[config.mk]
export PLATFORM = sky130hd
export DESIGN_NAME = ballast_mode_ctrl
export DESIGN_NICKNAME = d
export VERILOG_FILES = /design/src/rtl/ballast_pkg.sv /design/src/rtl/flag_sync.sv /design/src/rtl/oc_run_counter.sv /design/src/rtl/mode_fsm.sv /design/src/rtl/ballast_mode_ctrl.sv
export SDC_FILE = /design/constraint.sdc
export NUM_CORES = 1
export LEC_CHECK = 0
export BUFFER_PORTS_ARGS = -buffer_cell sky130_fd_sc_hd__buf_2
export CAP_MARGIN = 5
export CORE_MARGIN = 5
export CORE_UTILIZATION = 35
export DETAILED_ROUTE_END_ITERATION = 12
export PLACE_DENSITY = 0.5
export SLEW_MARGIN = 20
export SYNTH_ARGS = -nofsm -noshare
export SYNTH_HDL_FRONTEND = slang
export SYNTH_SLANG_ARGS = --single-unit
[constraint.sdc]
create_clock -name clk_i -period 3.83 [get_ports clk_i]
set_input_delay 0.383 -clock clk_i [delete_from_list [all_inputs] [get_ports clk_i]]
set_output_delay 0.383 -clock clk_i [all_outputs]
set_load 0.1 [all_outputs]
[src/rtl/ballast_pkg.sv]
`timescale 1ns/1ps
package ballast_pkg;

   typedef enum logic [2:0] {
      MD_LOCK    = 3'b000,
      MD_PREHEAT = 3'b001,
      MD_IGNITE  = 3'b011,
      MD_RUN     = 3'b010,
      MD_FAULT   = 3'b100
   } mode_e;

   // positions of the flags in the synchroniser vector
   localparam int FL_UVS  = 0;
   localparam int FL_UVB  = 1;
   localparam int FL_OC   = 2;
   localparam int FL_EOLH = 3;
   localparam int FL_EOLL = 4;
   localparam int FL_SD   = 5;
   localparam int FL_PHD  = 6;
   localparam int FL_IGN  = 7;
   localparam int NFLAG   = 8;

endpackage

[src/rtl/flag_sync.sv]
`timescale 1ns/1ps
module flag_sync #(
   parameter int          WIDTH   = 8,
   parameter int          STAGES  = 2,
   parameter logic [WIDTH-1:0] RST_VAL = '0
) (
   input  logic             clk_i,
   input  logic             rst_ni,
   input  logic [WIDTH-1:0] d_i,
   output logic [WIDTH-1:0] q_o
);

   if (STAGES < 2) begin : g_bad_stages
      $error("flag_sync: STAGES must be at least 2");
   end

   logic [STAGES-1:0][WIDTH-1:0] stg_q;

   always_ff @(posedge clk_i or negedge rst_ni) begin
      if (!rst_ni) begin
         stg_q <= {STAGES{RST_VAL}};
      end else begin
         stg_q[0] <= d_i;
         for (int i = 1; i < STAGES; i++) begin
            stg_q[i] <= stg_q[i-1];
         end
      end
   end

   assign q_o = stg_q[STAGES-1];

endmodule

[src/rtl/oc_run_counter.sv]
`timescale 1ns/1ps
module oc_run_counter #(
   parameter int LIMIT = 50,
   parameter int W     = $clog2(LIMIT + 2)
) (
   input  logic         clk_i,
   input  logic         rst_ni,
   input  logic         arm_i,
   input  logic         stb_i,
   input  logic         oc_i,
   output logic         trip_o,
   output logic [W-1:0] cnt_o
);

   localparam logic [W-1:0] TOP = W'(LIMIT + 1);

   if (LIMIT < 1) begin : g_bad_limit
      $error("oc_run_counter: LIMIT must be at least 1");
   end
   if ((1 << W) <= LIMIT + 1) begin : g_bad_width
      $error("oc_run_counter: W too narrow for LIMIT+1");
   end

   logic [W-1:0] cnt_q;

   always_ff @(posedge clk_i or negedge rst_ni) begin
      if (!rst_ni) begin
         cnt_q <= '0;
      end else if (!arm_i) begin
         cnt_q <= '0;
      end else if (stb_i) begin
         if (!oc_i) begin
            cnt_q <= '0;
         end else if (cnt_q != TOP) begin
            cnt_q <= cnt_q + 1'b1;
         end
      end
   end

   // saturates at LIMIT+1, so "above the limit" is one compare
   assign trip_o = (cnt_q == TOP);
   assign cnt_o  = cnt_q;

endmodule

[src/rtl/mode_fsm.sv]
`timescale 1ns/1ps
module mode_fsm
   import ballast_pkg::*;
(
   input  logic  clk_i,
   input  logic  rst_ni,
   input  logic  uvs_i,
   input  logic  uvb_i,
   input  logic  sd_i,
   input  logic  eolh_i,
   input  logic  eoll_i,
   input  logic  phd_i,
   input  logic  ign_i,
   input  logic  trip_i,
   output mode_e mode_o
);

   mode_e mode_q, mode_d;

   always_comb begin
      mode_d = mode_q;
      if (uvs_i || sd_i) begin
         mode_d = MD_LOCK;
      end else begin
         case (mode_q)
            MD_LOCK:    mode_d = uvb_i ? MD_LOCK : MD_PREHEAT;
            MD_PREHEAT: begin
               if (uvb_i)      mode_d = MD_LOCK;
               else if (phd_i) mode_d = MD_IGNITE;
            end
            MD_IGNITE: begin
               if (uvb_i)       mode_d = MD_LOCK;
               else if (trip_i) mode_d = MD_FAULT;
               else if (ign_i)  mode_d = MD_RUN;
            end
            MD_RUN: begin
               if (uvb_i)                           mode_d = MD_LOCK;
               else if (trip_i || eolh_i || eoll_i) mode_d = MD_FAULT;
            end
            MD_FAULT:   mode_d = MD_FAULT;
            default:    mode_d = MD_LOCK;
         endcase
      end
   end

   always_ff @(posedge clk_i or negedge rst_ni) begin
      if (!rst_ni) mode_q <= MD_LOCK;
      else         mode_q <= mode_d;
   end

   assign mode_o = mode_q;

endmodule

[src/rtl/ballast_mode_ctrl.sv]
`timescale 1ns/1ps
module ballast_mode_ctrl
   import ballast_pkg::*;
#(
   parameter int SYNC_STAGES = 2,
   parameter int OC_LIMIT    = 50
) (
   input  logic       clk_i,
   input  logic       rst_ni,
   input  logic       uv_supply_i,
   input  logic       uv_bus_i,
   input  logic       oc_flag_i,
   input  logic       eol_hi_i,
   input  logic       eol_lo_i,
   input  logic       sd_hi_i,
   input  logic       ph_done_i,
   input  logic       ign_ok_i,
   input  logic       cyc_stb_i,
   output logic       hs_en_o,
   output logic       ls_en_o,
   output logic       pfc_en_o,
   output logic       cph_dis_o,
   output logic [2:0] mode_o
);

   localparam int CNT_W = $clog2(OC_LIMIT + 2);
   // supply undervoltage comes out of reset as asserted
   localparam logic [NFLAG-1:0] SYNC_RST = NFLAG'(1) << FL_UVS;

   if (SYNC_STAGES < 2) begin : g_bad_sync
      $error("ballast_mode_ctrl: SYNC_STAGES must be at least 2");
   end
   if (OC_LIMIT < 1) begin : g_bad_limit
      $error("ballast_mode_ctrl: OC_LIMIT must be at least 1");
   end

   logic [NFLAG-1:0] raw_flags, sflags;
   logic             s_uvs, s_uvb, s_oc, s_eolh, s_eoll, s_sd, s_phd, s_ign;
   logic             oc_trip, oc_arm, drive_on;
   logic [CNT_W-1:0] oc_cnt;
   mode_e            mode_cur;

   always_comb begin
      raw_flags          = '0;
      raw_flags[FL_UVS]  = uv_supply_i;
      raw_flags[FL_UVB]  = uv_bus_i;
      raw_flags[FL_OC]   = oc_flag_i;
      raw_flags[FL_EOLH] = eol_hi_i;
      raw_flags[FL_EOLL] = eol_lo_i;
      raw_flags[FL_SD]   = sd_hi_i;
      raw_flags[FL_PHD]  = ph_done_i;
      raw_flags[FL_IGN]  = ign_ok_i;
   end

   flag_sync #(
      .WIDTH  (NFLAG),
      .STAGES (SYNC_STAGES),
      .RST_VAL(SYNC_RST)
   ) u_sync (
      .clk_i (clk_i),
      .rst_ni(rst_ni),
      .d_i   (raw_flags),
      .q_o   (sflags)
   );

   assign s_uvs  = sflags[FL_UVS];
   assign s_uvb  = sflags[FL_UVB];
   assign s_oc   = sflags[FL_OC];
   assign s_eolh = sflags[FL_EOLH];
   assign s_eoll = sflags[FL_EOLL];
   assign s_sd   = sflags[FL_SD];
   assign s_phd  = sflags[FL_PHD];
   assign s_ign  = sflags[FL_IGN];

   assign oc_arm = (mode_cur == MD_IGNITE) || (mode_cur == MD_RUN);

   oc_run_counter #(
      .LIMIT(OC_LIMIT),
      .W    (CNT_W)
   ) u_occnt (
      .clk_i (clk_i),
      .rst_ni(rst_ni),
      .arm_i (oc_arm),
      .stb_i (cyc_stb_i),
      .oc_i  (s_oc),
      .trip_o(oc_trip),
      .cnt_o (oc_cnt)
   );

   mode_fsm u_fsm (
      .clk_i (clk_i),
      .rst_ni(rst_ni),
      .uvs_i (s_uvs),
      .uvb_i (s_uvb),
      .sd_i  (s_sd),
      .eolh_i(s_eolh),
      .eoll_i(s_eoll),
      .phd_i (s_phd),
      .ign_i (s_ign),
      .trip_i(oc_trip),
      .mode_o(mode_cur)
   );

   assign drive_on  = (mode_cur == MD_PREHEAT) || (mode_cur == MD_IGNITE) ||
                      (mode_cur == MD_RUN);
   assign hs_en_o   = drive_on;
   assign ls_en_o   = drive_on;
   assign pfc_en_o  = drive_on;
   assign cph_dis_o = (mode_cur == MD_FAULT) || (mode_cur == MD_LOCK);
   assign mode_o    = mode_cur;

endmodule

==> Word level (Yosys, flattened, before mapping) <==
Cells that the tools add are included.
Widths: inputs -> output; s select.
{ "totals": {"reg_bits": 25, "inputBits": 11} }
{ "classes": {"add_sub_neg": 1, "eq_ne": 11, "n_mux": 14, "reduce_logical": 10} }
{ "ops": {"columns": ["cell", "n"], "rows": [
  ["$mux 3", 8],
  ["$mux 6", 4],
  ["$pmux 3 s5", 1],
  ["$ne 4x1->1 const B", 2],
  ["$logic_or 1x1->1", 7],
  ["$add 6x1->6 const B", 1],
  ["$eq 3x2->1 const B", 2],
  ["$eq 6x6->1 const B", 1],
  ["$ne 6x6->1 const B", 1],
  ["$ne 5x1->1 const B", 1],
  ["$eq 3x1->1 const B", 1],
  ["$eq 3x3->1 const B", 1],
  ["$logic_not 3->1", 1],
  ["$ne 3x3->1 const B", 1],
  ["$reduce_and 3->1", 1],
  ["$ne 2x2->1 const B", 1],
  ["$reduce_and 2->1", 1],
  ["$mux 1", 1]
]} }

==> Depth between registers and ports, before layout <==
Gate-level depths: netlist (run 1).
{ "depth": {"depth_word": 7, "ltp_mapped": 4, "mapped_depth_nobuf": 4} }

==> Hierarchy <==
A second synthesis (run 1) with hierarchy kept.
{ "unflattened": {"hier_cells": 100, "area_unflattened_um2": 1113.6} }
{ "modules_own_cells": {"columns": ["module", "instances", "cells_each", "area_each_um2", "seq_area_each_um2"], "rows": [
  ["flag_sync", 1, 24, 462.9, 402.9],
  ["oc_run_counter", 1, 50, 415.4, 150.1],
  ["mode_fsm", 1, 21, 197.7, 75.1],
  ["ballast_mode_ctrl", 1, 5, 37.5, 0.0]
]} }

==> Worst setup path after synthesis (run 1) <==
OpenSTA, ideal clock, no wires.
{ "synth_timing": {"path_kind": "flip-flop to output port", "from": "reg u_fsm.mode_q[1], in the netlist u_fsm.mode_o[1]", "to": "out ls_en_o", "t_arrival_ps": 3709, "t_required_ps": 3447, "path_slack_ps": -262, "path_stages_with_launch": 4, "path_cell_list": "dfrtp_1 nor2_1 nor2_1 buf_4"} }
{ "synth_between": {"elab_chain_cells": 3} }
{ "synth_lines": {"columns": ["item", "line_no", "source"], "rows": [
  ["start: declaration", "mode_fsm.sv:18", "mode_e mode_q, mode_d;"],
  ["start signal: assignment", "mode_fsm.sv:48", "else mode_q <= mode_d;"],
  ["$eq 3x1->1 or $eq 3x2->1 (tied branches)", "ballast_mode_ctrl.sv:104", "assign drive_on = (mode_cur == MD_PREHEAT) || (mode_cur == MD_IGNITE) ||"],
  ["$logic_or 1x1->1", "ballast_mode_ctrl.sv:104", null],
  ["$logic_or 1x1->1 *", "ballast_mode_ctrl.sv:104", null],
  ["end: declaration", "ballast_mode_ctrl.sv:20", "output logic ls_en_o,"]
]} }
Every way passes the cells marked *; elsewhere a longest branch is shown, timed or not.

==> Worst setup path after layout (run 1) <==
Ends and elaborated chain as after synthesis.

==> results of run 1 <==
flip-flops by register name, indices dropped and copies added (netlist names):
signal and cells:
u_fsm.mode_o 3, u_occnt.cnt_o 6, u_sync.q_o 8, u_sync.stg_q 8
cell type report:
type                       instances  area share
timing repair buffer              17      0.0741
multi-input combinational         50       0.309
clock inverter                     1     0.00654
tap                               31      0.0338
clock buffer                       3      0.0196
sequential                        25       0.547
inverter                           3     0.00980
where the power goes:
| group | switching (mW) | leakage (nW) | internal, mW |
|---|---|---|---|
| Combinational | 0.0290 | 0.158 | 0.00826 |
| Clock | 0.0832 | 0.0139 | 0.0400 |
| Sequential | 0.00600 | 0.309 | 0.274 |
| Total | 0.118 | 0.481 | 0.322 |
synthesized netlist by cell type, drive strengths merged, types with 2 or more instances:
library cell / n
or3: 2
inv: 3
nand3b: 4
or2b: 2
o2111ai: 2
o32ai: 2
nand3: 2
dfrtp: 23
a21oi: 2
nand2: 4
nor2: 4
nor2b: 3
or4: 2
mux2i: 2
a31oi: 4
nand2b: 5
buf: 4
dfstp: 2
logic make-up (layout without fill, tap and decap cells):
group / after synthesis / count (layout) / synth area share
multiplexers: 2 / 2 / 0.0194
AND/OR/NAND/NOR: 32 / 32 / 0.206
flip-flops: 25 / 25 / 0.608
AO/OA/AOI/OAI: 15 / 15 / 0.104
buffers and inverters: 8 / 24 / 0.0508
adder cells (fa/ha/maj): 1 / 1 / 0.0121
layer usage:
metal	wire, um	up-vias	GRT usage	share of wire
met2	868	19	0.153	0.45
met3	110	4	0.0280	0.057
li1	-	328	-	-
met5	0	-	0	0
met1	915	348	0.139	0.48
met4	31	0	0.0580	0.016
worst max-delay path, cell delays in order, from the launching register on:
cell and delay (ns):
dfrtp_1 0.49, nor2_2 0.07, nor2_1 0.13, buf_2 0.45
metrics by stage:
| stage | cells | instance area (um^2) | hold WS [ns] | power (mW) | utilization |
|---|---|---|---|---|---|
| floorplan | 83 | 1040 | 0.0874 | 0.310 | - |
| global placement | 126 | 1120 | 0.333 | 0.322 | 0.399 |
| detailed placement | 126 | 1120 | 0.336 | 0.323 | 0.399 |
| CTS | 130 | 1150 | 0.0295 | 0.447 | 0.409 |
| global route | 130 | 1150 | 0.0571 | 0.462 | 0.409 |
| finish | 130 | 1150 | 0.0155 | 0.440 | 0.409 |
final timing paths:
check / start / end / slack, ns / depth (start not counted)
min in group clk_i: uv_supply_i / u_sync.stg_q[0] / 0.13 / 1
max: u_fsm.mode_o[1] / ls_en_o / 1.98 / 3
max reg2reg: u_occnt.cnt_o[0] / u_occnt.cnt_o[1] / 2.33 / 4
min: rst_ni / u_occnt.cnt_o[5] / 0.02 / 1
max in group asynchronous: rst_ni / u_sync.q_o[0] / 3.43 / 1
min reg2reg: u_sync.stg_q[2] / u_sync.q_o[2] / 0.36 / 0
==> impl_results.md, run 1 <==
- Startpoint types: flop
- Area Overhead vs Synth: 11.1%
- Pins Over Slew Limit: 0
- Die height: 64.3 um
- Number of synthesized flops with an enable pin: 0
- Area of the multi-input gates: 355 um^2
- Post-Syn Area per Cell: 12.5 um^2
- Clock Skews: 0.00391 ns
- Leading cell type in the layout, fill and taps excluded: dfrtp_1
- F_max: 540 MHz
- IO buf count: 17
- Post-DRT Antenna Nets: 0
- Lkg Pwr: 0.481 nW
- Global-route wire length before repair: 3.31 mm
- Outcome: completed
- Count of cell types in the netlist: 34
- Post-synthesis register bit count: 25
- Drt first pass iters: 4
- Initial antenna violation count: 0
- Worst Setup End Kind: primary output
- Largest net degree at the start of global routing: 26
- Clk sinks: 25
- Worst slack at placement: 2.35 ns
- Total GRT Usage: 0.104
- Mapped Area: 0.00103 mm^2
- Vias post-DR: 699
- Core area: 0.00281 mm^2
- PwrDens: 383 mW/mm^2
- Gr ovfl total: 0
- Syn. warnings: 0
- CP Class: reg -> out
- MaxCap Viol Count: 0
- Clock Path Buffers: 2
- Clock-pin slew on the worst setup and hold paths: 0.14 ns
- Final Wtd Congestion: 0.804
- Final setup viols: 0
- Ys flop type: dfrtp_1
- DRC errors left: 0
- Hold-fix buffers at CTS: 0
- Clock Latency Late Sink: 0.33 ns
- Initial DRC count: 38
- # rows: 19
- Die width: 64.3 um
- Setup_tns: 0 ns
- Cells after synthesis: 83
- Arr. time, crit path: 1.47 ns
- Ys async rst share: 1.00
- Fill count: 280
- Nets: 112
- Post-CTS Setup Inserts: 0
- Final Cycle Share: 0.484
- Max-Slew Margin vs Limit: 0.629
- Yosys top cell by area: dfrtp_1
- Peak VDD IR: 0.203 mV
- Final wirelength: 1.93 mm
- TritonCTS clock tree: done
- Worst path required time: 3.45 ns
- Critical path peak fanout: 8
- Vias in the first global route: 683
- Syn_nets: 95
- DPL Wire Length: 1.33 mm
- Post-CTS Resized: 0
- Worst slew pin tran: 0.556 ns
- Commonest cells after routing, fill and taps aside: dfrtp_1 (23), buf_2 (17), nand2b_1 (4), nand3b_1 (4), a31oi_1 (4)
- Tmin final: 1.85 ns
- Initial core utilization: 0.368
- Register area: 628 um^2
- Worst Slack Setup Final: 1.98 ns
- TritonCTS Buffers: 3
- Sequential area share after synthesis: 0.608
- Synth top area share: 0.557
- Ports: 18
- Drt wl/cell: 14.8 um
- Full die area: 0.00414 mm^2
- Final Hold Viols: 0
- Inserted Diodes: 0
- RSZ-0062 raised after global routing: no
- Hold WC Path Type: in -> async
- Layout cells sized above 1: 0.283
- # H-tree levels: 1
- Vias per inst: 5.38
- Clk root buf: clkbuf_4
- Area contributors post-synth: dfrtp_1 (56%), dfstp_2 (5.1%), nand3b_1 (2.9%), a31oi_1 (2.4%), nand2b_1 (2.4%)
Power figures use the tool's default switching activity.
==> inputs of run 2 (changes only) <==
--- a/config.mk
+++ b/config.mk
@@ -5,6 +5,7 @@
 export SDC_FILE = /design/constraint.sdc
 export NUM_CORES = 1
 export LEC_CHECK = 0
+export ABC_AREA = 1
 export BUFFER_PORTS_ARGS = -buffer_cell sky130_fd_sc_hd__buf_2
 export CAP_MARGIN = 5
 export CORE_MARGIN = 5
==> constraint.sdc (replaced) <==
create_clock -name clk_i -period 1.91 [get_ports clk_i]
set_input_delay 0.191 -clock clk_i [delete_from_list [all_inputs] [get_ports clk_i]]
set_output_delay 0.191 -clock clk_i [all_outputs]
set_load 0.1 [all_outputs]
==> run 2 against run 1 <==
Net effect:
- sequential share of layout area is 8.6 points lower
- cell count increased by 48%
- largest cell class unchanged
- global-route usage rose by 0.20 points
- synthesized cell count up 46%
- core utilization grew 4.2 points
- critical endpoint is now hs_en_o
- combinational power increased to 2.8 times the previous value
- cell area is 20% higher
==> impl_results.md, run 2 <==
- Die height: 66.3 um
- Worst Path Buf+Inv: 3
- Post-Syn Area per Cell: 9.18 um^2
- Largest net degree at the start of global routing: 26
- Commonest cells post-synth: dfrtp_1 (23), nand2_1 (23), inv_1 (18)
- Worst path required time: 1.72 ns
- Clock Path Buffers: 2
- Ys async rst share: 1.00
- DPL Wire Length: 1.42 mm
- TritonCTS clock tree: done
- Number of synthesized flops with an enable pin: 0
- Worst slew pin tran: 0.541 ns
- Outcome: completed
- Post-DRT Antenna Nets: 0
- Initial antenna violation count: 0
- Vias in the first global route: 790
- Dpl cell area: 0.00126 mm^2
- Core area: 0.00305 mm^2
- Ports: 18
- # rows: 20
- Ys flop type: dfrtp_1
- RSZ-0062 raised after global routing: no
- Vias post-DR: 797
- Cell Count, Final, Fillers Out: 193
- Critical path peak fanout: 5
- Arr. time, crit path: 1.55 ns
- PwrDens: 661 mW/mm^2
- DRC errors left: 0
- Tot Pwr: 0.911 mW
- Leading cell type in the layout, fill and taps excluded: nand2_1
- Fill count: 317
- # H-tree levels: 1
- WHS Path Cells: 4
- Clock Latency Late Sink: 0.32 ns
- Final wirelength: 1.86 mm
- Tmin final: 1.74 ns
- Cell depth of the worst setup path: 5
- Combinational power share: 0.116
- Hold WC Path Type: in -> reg
- Die width: 66.3 um
- Area Overhead vs Synth: 24.1%
- Hold Startpoint: cyc_stb_i
- Drt first pass iters: 4
- MaxCap Viol Count: 0
- Nets: 162
- Mapped Area: 0.00111 mm^2
- Final Hold Viols: 0
- F_max: 573 MHz
- Crit-path cells: inv_2, nand2_2, clkinvlp_4, nor2_4, buf_2
- Final setup viols: 0
- Total GRT Usage: 0.106
- Count of cell types in the netlist: 22
- Max-Slew Margin vs Limit: 0.640
- Final Cycle Share: 0.914
- Area of the multi-input gates: 399 um^2
- Peak VDD IR: 0.524 mV
- Reg-to-reg slack, setup: 0.54 ns
- Clk sinks: 25
- Initial core utilization: 0.364
- TritonCTS Buffers: 3
- Post-Place Cells: 180
- Clk root buf: clkbuf_4
- Layout cells sized above 1: 0.315
- IO buf count: 17
- Psw: 0.246 mW
- Clock Skews: 0.00673 ns
- Final Wtd Congestion: 0.813
- Clock power share: 0.274
- Delay-heaviest family, CP: buffers and inverters
- Pins Over Slew Limit: 0
- Cells after synthesis: 121
- Post-synthesis register bit count: 25
- Gr ovfl total: 0
- Syn. warnings: 0
- Commonest cells after routing, fill and taps aside: nand2_1 (22), dfrtp_1 (21), buf_2 (17), inv_1 (15), nor2_1 (14)
- Syn_nets: 133
- Clock-pin slew on the worst setup and hold paths: 0.14 ns
- Full die area: 0.00440 mm^2
- Area contributors post-synth: dfrtp_1 (52%), nand2_1 (7.8%), inv_1 (6.1%), nor2_1 (5.1%), dfstp_2 (4.7%)
- Worst hold endpoint: u_occnt.cnt_o[5]
- Post-CTS Setup Inserts: 0
- Internal power: 0.665 mW
- Drt wl/cell: 9.66 um
- CP Class: reg -> out
- Crit-path max cell delay: 0.48 ns
- Startpoint types: flop
- Switching Share: 0.270
- Global-route wire length before repair: 3.53 mm
- Sequential area share after synthesis: 0.565
- Sequential share of power: 0.610
- Synth top area share: 0.518
- Register area: 636 um^2
- Yosys top cell by area: dfrtp_1
- Lkg Pwr: 0.655 nW
- Worst Setup End Kind: primary output
- Reg2reg start: u_occnt.cnt_o[0]
- Reg2Reg Depth: 6
- Vias per inst: 4.13
- Worst r2r dst: u_occnt.cnt_o[0]
- Inserted Diodes: 0
- Worst path slowest cell: dfrtp_4
- Design area: 0.00138 mm^2
- Initial DRC count: 20
[run 2: cell types whose count changed in the layout (fill, tap and decap cells not counted), sizes merged, moves of 4 or more]
cell,before,now
inv,3,21
nand2b,5,0
o21ai,1,5
nand2,4,26
nor2,4,21
dlygate4sd3,0,9
nand3,2,12
[run 2: repair_timing]
item                      4_1_cts  5_1_grt
hold buffers                    9        0
hold endpoints to repair       31        0
gates resized for setup         0        0
[run 2: worst register-to-register path, delay by kind of cell, from the launching register on]
family	cells	cell delay (ns)
AND/OR/NAND/NOR	3	0.38
adder cells (fa/ha/maj)	1	0.23
AO/OA/AOI/OAI	2	0.21
flip-flops	1	0.43
[run 2: power by group through the flow]
stage                     clock network, mW  registers [mW]  logic (mW)
after floorplan                           0           0.575      0.0646
after global placement                    0           0.566      0.0928
after detailed placement                  0           0.567      0.0937
after CTS                             0.268           0.557       0.108
after global routing                  0.293           0.558       0.115
final                                 0.250           0.556       0.106
[run 2: area by class of cell]
cell class,instances,area share
sequential,25,0.461
multi-input combinational,73,0.289
timing repair buffer,26,0.127
inverter,21,0.0599
tap,44,0.0399
clock buffer,3,0.0163
clock inverter,1,0.00635
[run 2: logic make-up (layout without fill, tap and decap cells)]
group,count (synthesis),in the layout,share of synthesized area
flip-flops,25,25,0.565
buffers and inverters,23,51,0.0845
adder cells (fa/ha/maj),1,1,0.0113
AO/OA/AOI/OAI,10,10,0.0563
AND/OR/NAND/NOR,62,62,0.283
[run 2: metal layers]
metal / vias up / GRT usage / wire, um
met3: 2 / 0.0425 / 114
met2: 18 / 0.173 / 870
li1: 426 / - / -
met4: 0 / 0.0228 / 15
met1: 351 / 0.131 / 862
met5: - / 0 / 0
[run 2: worst max path at each step]
stage / startpoint / end
finish: u_fsm.mode_o[1] / hs_en_o
global route: u_fsm.mode_o[1] / hs_en_o
CTS: u_fsm.mode_o[1] / hs_en_o
detailed placement: u_fsm.mode_o[1] / hs_en_o
global placement: u_fsm.mode_o[1] / ls_en_o
floorplan: u_fsm.mode_o[0] / ls_en_o
[run 2: through the flow]
step	utilization	TNS, ns	setup slack [ns]	hold WS [ns]
final	0.452	0	0.165	0.205
after global routing	0.452	0	0.0738	0.210
after CTS	0.452	0	0.134	0.193
after detailed placement	0.412	0	0.524	0.218
after global placement	0.412	0	0.541	0.211
after floorplan	-	-1.22	-0.494	-0.105
==> inputs of run 3 (changes only) <==
--- a/config.mk
+++ b/config.mk
@@ -6,12 +6,12 @@
 export NUM_CORES = 1
 export LEC_CHECK = 0
 export ABC_AREA = 1
-export BUFFER_PORTS_ARGS = -buffer_cell sky130_fd_sc_hd__buf_2
 export CAP_MARGIN = 5
 export CORE_MARGIN = 5
 export CORE_UTILIZATION = 35
 export DETAILED_ROUTE_END_ITERATION = 12
-export PLACE_DENSITY = 0.5
+export DONT_BUFFER_PORTS = 1
+export PLACE_DENSITY = 0.45
 export SLEW_MARGIN = 20
 export SYNTH_ARGS = -nofsm -noshare
 export SYNTH_HDL_FRONTEND = slang
==> run 3 against run 2 <==
Net effect:
- sequential share of layout area rose by 0.25 points
- sequential power barely moved
- via count fell by 3.8%
- fmax rose by 5.4%
- critical path depth did not move
- non-clock buffer count fell by 10
- flip-flop and latch count did not move
- critical path type unchanged
- largest cell class unchanged
==> impl_results.md, run 3 (same netlist as run 2, synthesis figures left out) <==
- Clock Skews: 0.00331 ns
- DPL Wire Length: 1.38 mm
- Area of the multi-input gates: 399 um^2
- Inserted Diodes: 0
- Final Cycle Share: 0.867
- Initial DRC count: 67
- Ports: 18
- Die width: 66.3 um
- Peak VDD IR: 0.517 mV
- Worst slack at placement: 0.608 ns
- Fill count: 321
- Critical path peak fanout: 5
- Reg2Reg Depth: 9
- Vias post-DR: 767
- Worst Slack Setup Final: 0.255 ns
- Final Wtd Congestion: 0.709
- MaxCap Viol Count: 0
- WHS Path Cells: 3
- Clk root buf: clkbuf_4
- Leading cell type in the layout, fill and taps excluded: nand2_1
- Pins Over Slew Limit: 0
- Global-route wire length before repair: 3.23 mm
- Die height: 66.3 um
- Initial core utilization: 0.364
- Clock Latency Late Sink: 0.32 ns
- # rows: 20
- Post-CTS Setup Inserts: 0
- Lkg Pwr: 0.625 nW
- Final setup viols: 0
- Worst Setup End Kind: primary output
- Worst r2r dst: u_fsm.mode_o[1]
- Layout cells sized above 1: 0.266
- Area Overhead vs Synth: 23.4%
- Drt first pass iters: 4
- Cell Count, Final, Fillers Out: 183
- Worst hold endpoint: u_occnt.cnt_o[5]
- CP Class: reg -> out
- Setup_tns: 0 ns
- Register area: 636 um^2
- IO buf count: 0
- Total GRT Usage: 0.0975
- Clock-pin slew on the worst setup and hold paths: 0.14 ns
- # H-tree levels: 1
- Post-DRT Antenna Nets: 0
- F_max: 604 MHz
- Drt wl/cell: 9.90 um
- Final wirelength: 1.81 mm
- DRC errors left: 0
- Gr ovfl total: 0
- PwrDens: 665 mW/mm^2
- Hold Startpoint: cyc_stb_i
- Post-Place Cells: 169
- Tmin final: 1.66 ns
- Vias per inst: 4.19
- Final Hold Viols: 0
- Clock Path Buffers: 2
- Outcome: completed
- Reg-to-reg slack, setup: 0.59 ns
- Largest net degree at the start of global routing: 26
- Clk sinks: 25
- Startpoint types: flop
- Reg2reg start: u_occnt.cnt_o[1]
- Initial antenna violation count: 0
- Hold WC Path Type: in -> reg
- TritonCTS clock tree: done
- Max-Slew Margin vs Limit: 0.815
- Nets: 152
- TritonCTS Buffers: 3
- Commonest cells after routing, fill and taps aside: nand2_1 (22), dfrtp_1 (21), inv_1 (15), nor2_1 (14)
- Full die area: 0.00440 mm^2
- Core area: 0.00305 mm^2
- RSZ-0062 raised after global routing: no
- Vias in the first global route: 733
- Worst path required time: 1.72 ns
- Worst slew pin tran: 0.280 ns
- Arr. time, crit path: 1.46 ns
run 3: cell types whose count changed in the layout (fill, tap and decap cells not counted), sizes merged:
cell  change
buf      -10
run 3: power by group:
part | internal (mW) | switching, mW | leakage (nW) | total [mW]
Clock | 0.0851 | 0.165 | 0.0183 | 0.250
Sequential | 0.550 | 0.00641 | 0.306 | 0.556
Combinational | 0.0325 | 0.0735 | 0.301 | 0.106
Total | 0.668 | 0.245 | 0.625 | 0.912
run 3: area by class of cell:
type / count / area share
Clock buffer: 3 / 0.0164
Tap cell: 44 / 0.0401
Sequential cell: 25 / 0.464
Multi-Input combinational cell: 73 / 0.291
Clock inverter: 1 / 0.00639
Inverter: 21 / 0.0602
Timing Repair Buffer: 16 / 0.122
run 3: critical path, stage by stage, from the launching register on:
cell and delay [ns]:
dfrtp_4 0.48, inv_2 0.04, nand2_2 0.06, clkinvlp_4 0.11, nor2_4 0.14, buf_4 0.30
run 3: worst max path at each step:
stage	end	cells after the start	start	slack, ns
2_1_floorplan	ls_en_o	5	u_fsm.mode_o[0]	-0.49
3_3_place_gp	hs_en_o	5	u_fsm.mode_o[1]	0.62
3_5_place_dp	u_occnt.cnt_o[1]	6	u_occnt.cnt_o[1]	0.61
4_1_cts	hs_en_o	5	u_fsm.mode_o[1]	0.22
5_1_grt	hs_en_o	5	u_fsm.mode_o[1]	0.15
6_report	hs_en_o	5	u_fsm.mode_o[1]	0.25
run 3: timing repair:
action                    in CTS  in global routing
hold endpoints to repair      33                  0
hold buffers                  10                  0
resized for setup              0                  0
run 3: stage by stage:
step	area, um^2	utilization	hold slack, ns	total power, mW
final	1370	0.449	0.0686	0.912
after global routing	1370	0.449	0.0498	0.971
after CTS	1370	0.449	0.0462	0.940
after detailed placement	1230	0.403	-0.104	0.645
after global placement	1230	0.403	-0.104	0.644
after floorplan	1160	-	-0.105	0.639
run 3: per-layer routing:
layer	global-route usage	share of wire	up-vias	wire length, um
met5	0	0	-	0
met4	0.0305	0.0099	0	18
met3	0.0374	0.074	2	134
met2	0.159	0.45	20	810
met1	0.118	0.47	340	848
li1	-	-	405	-
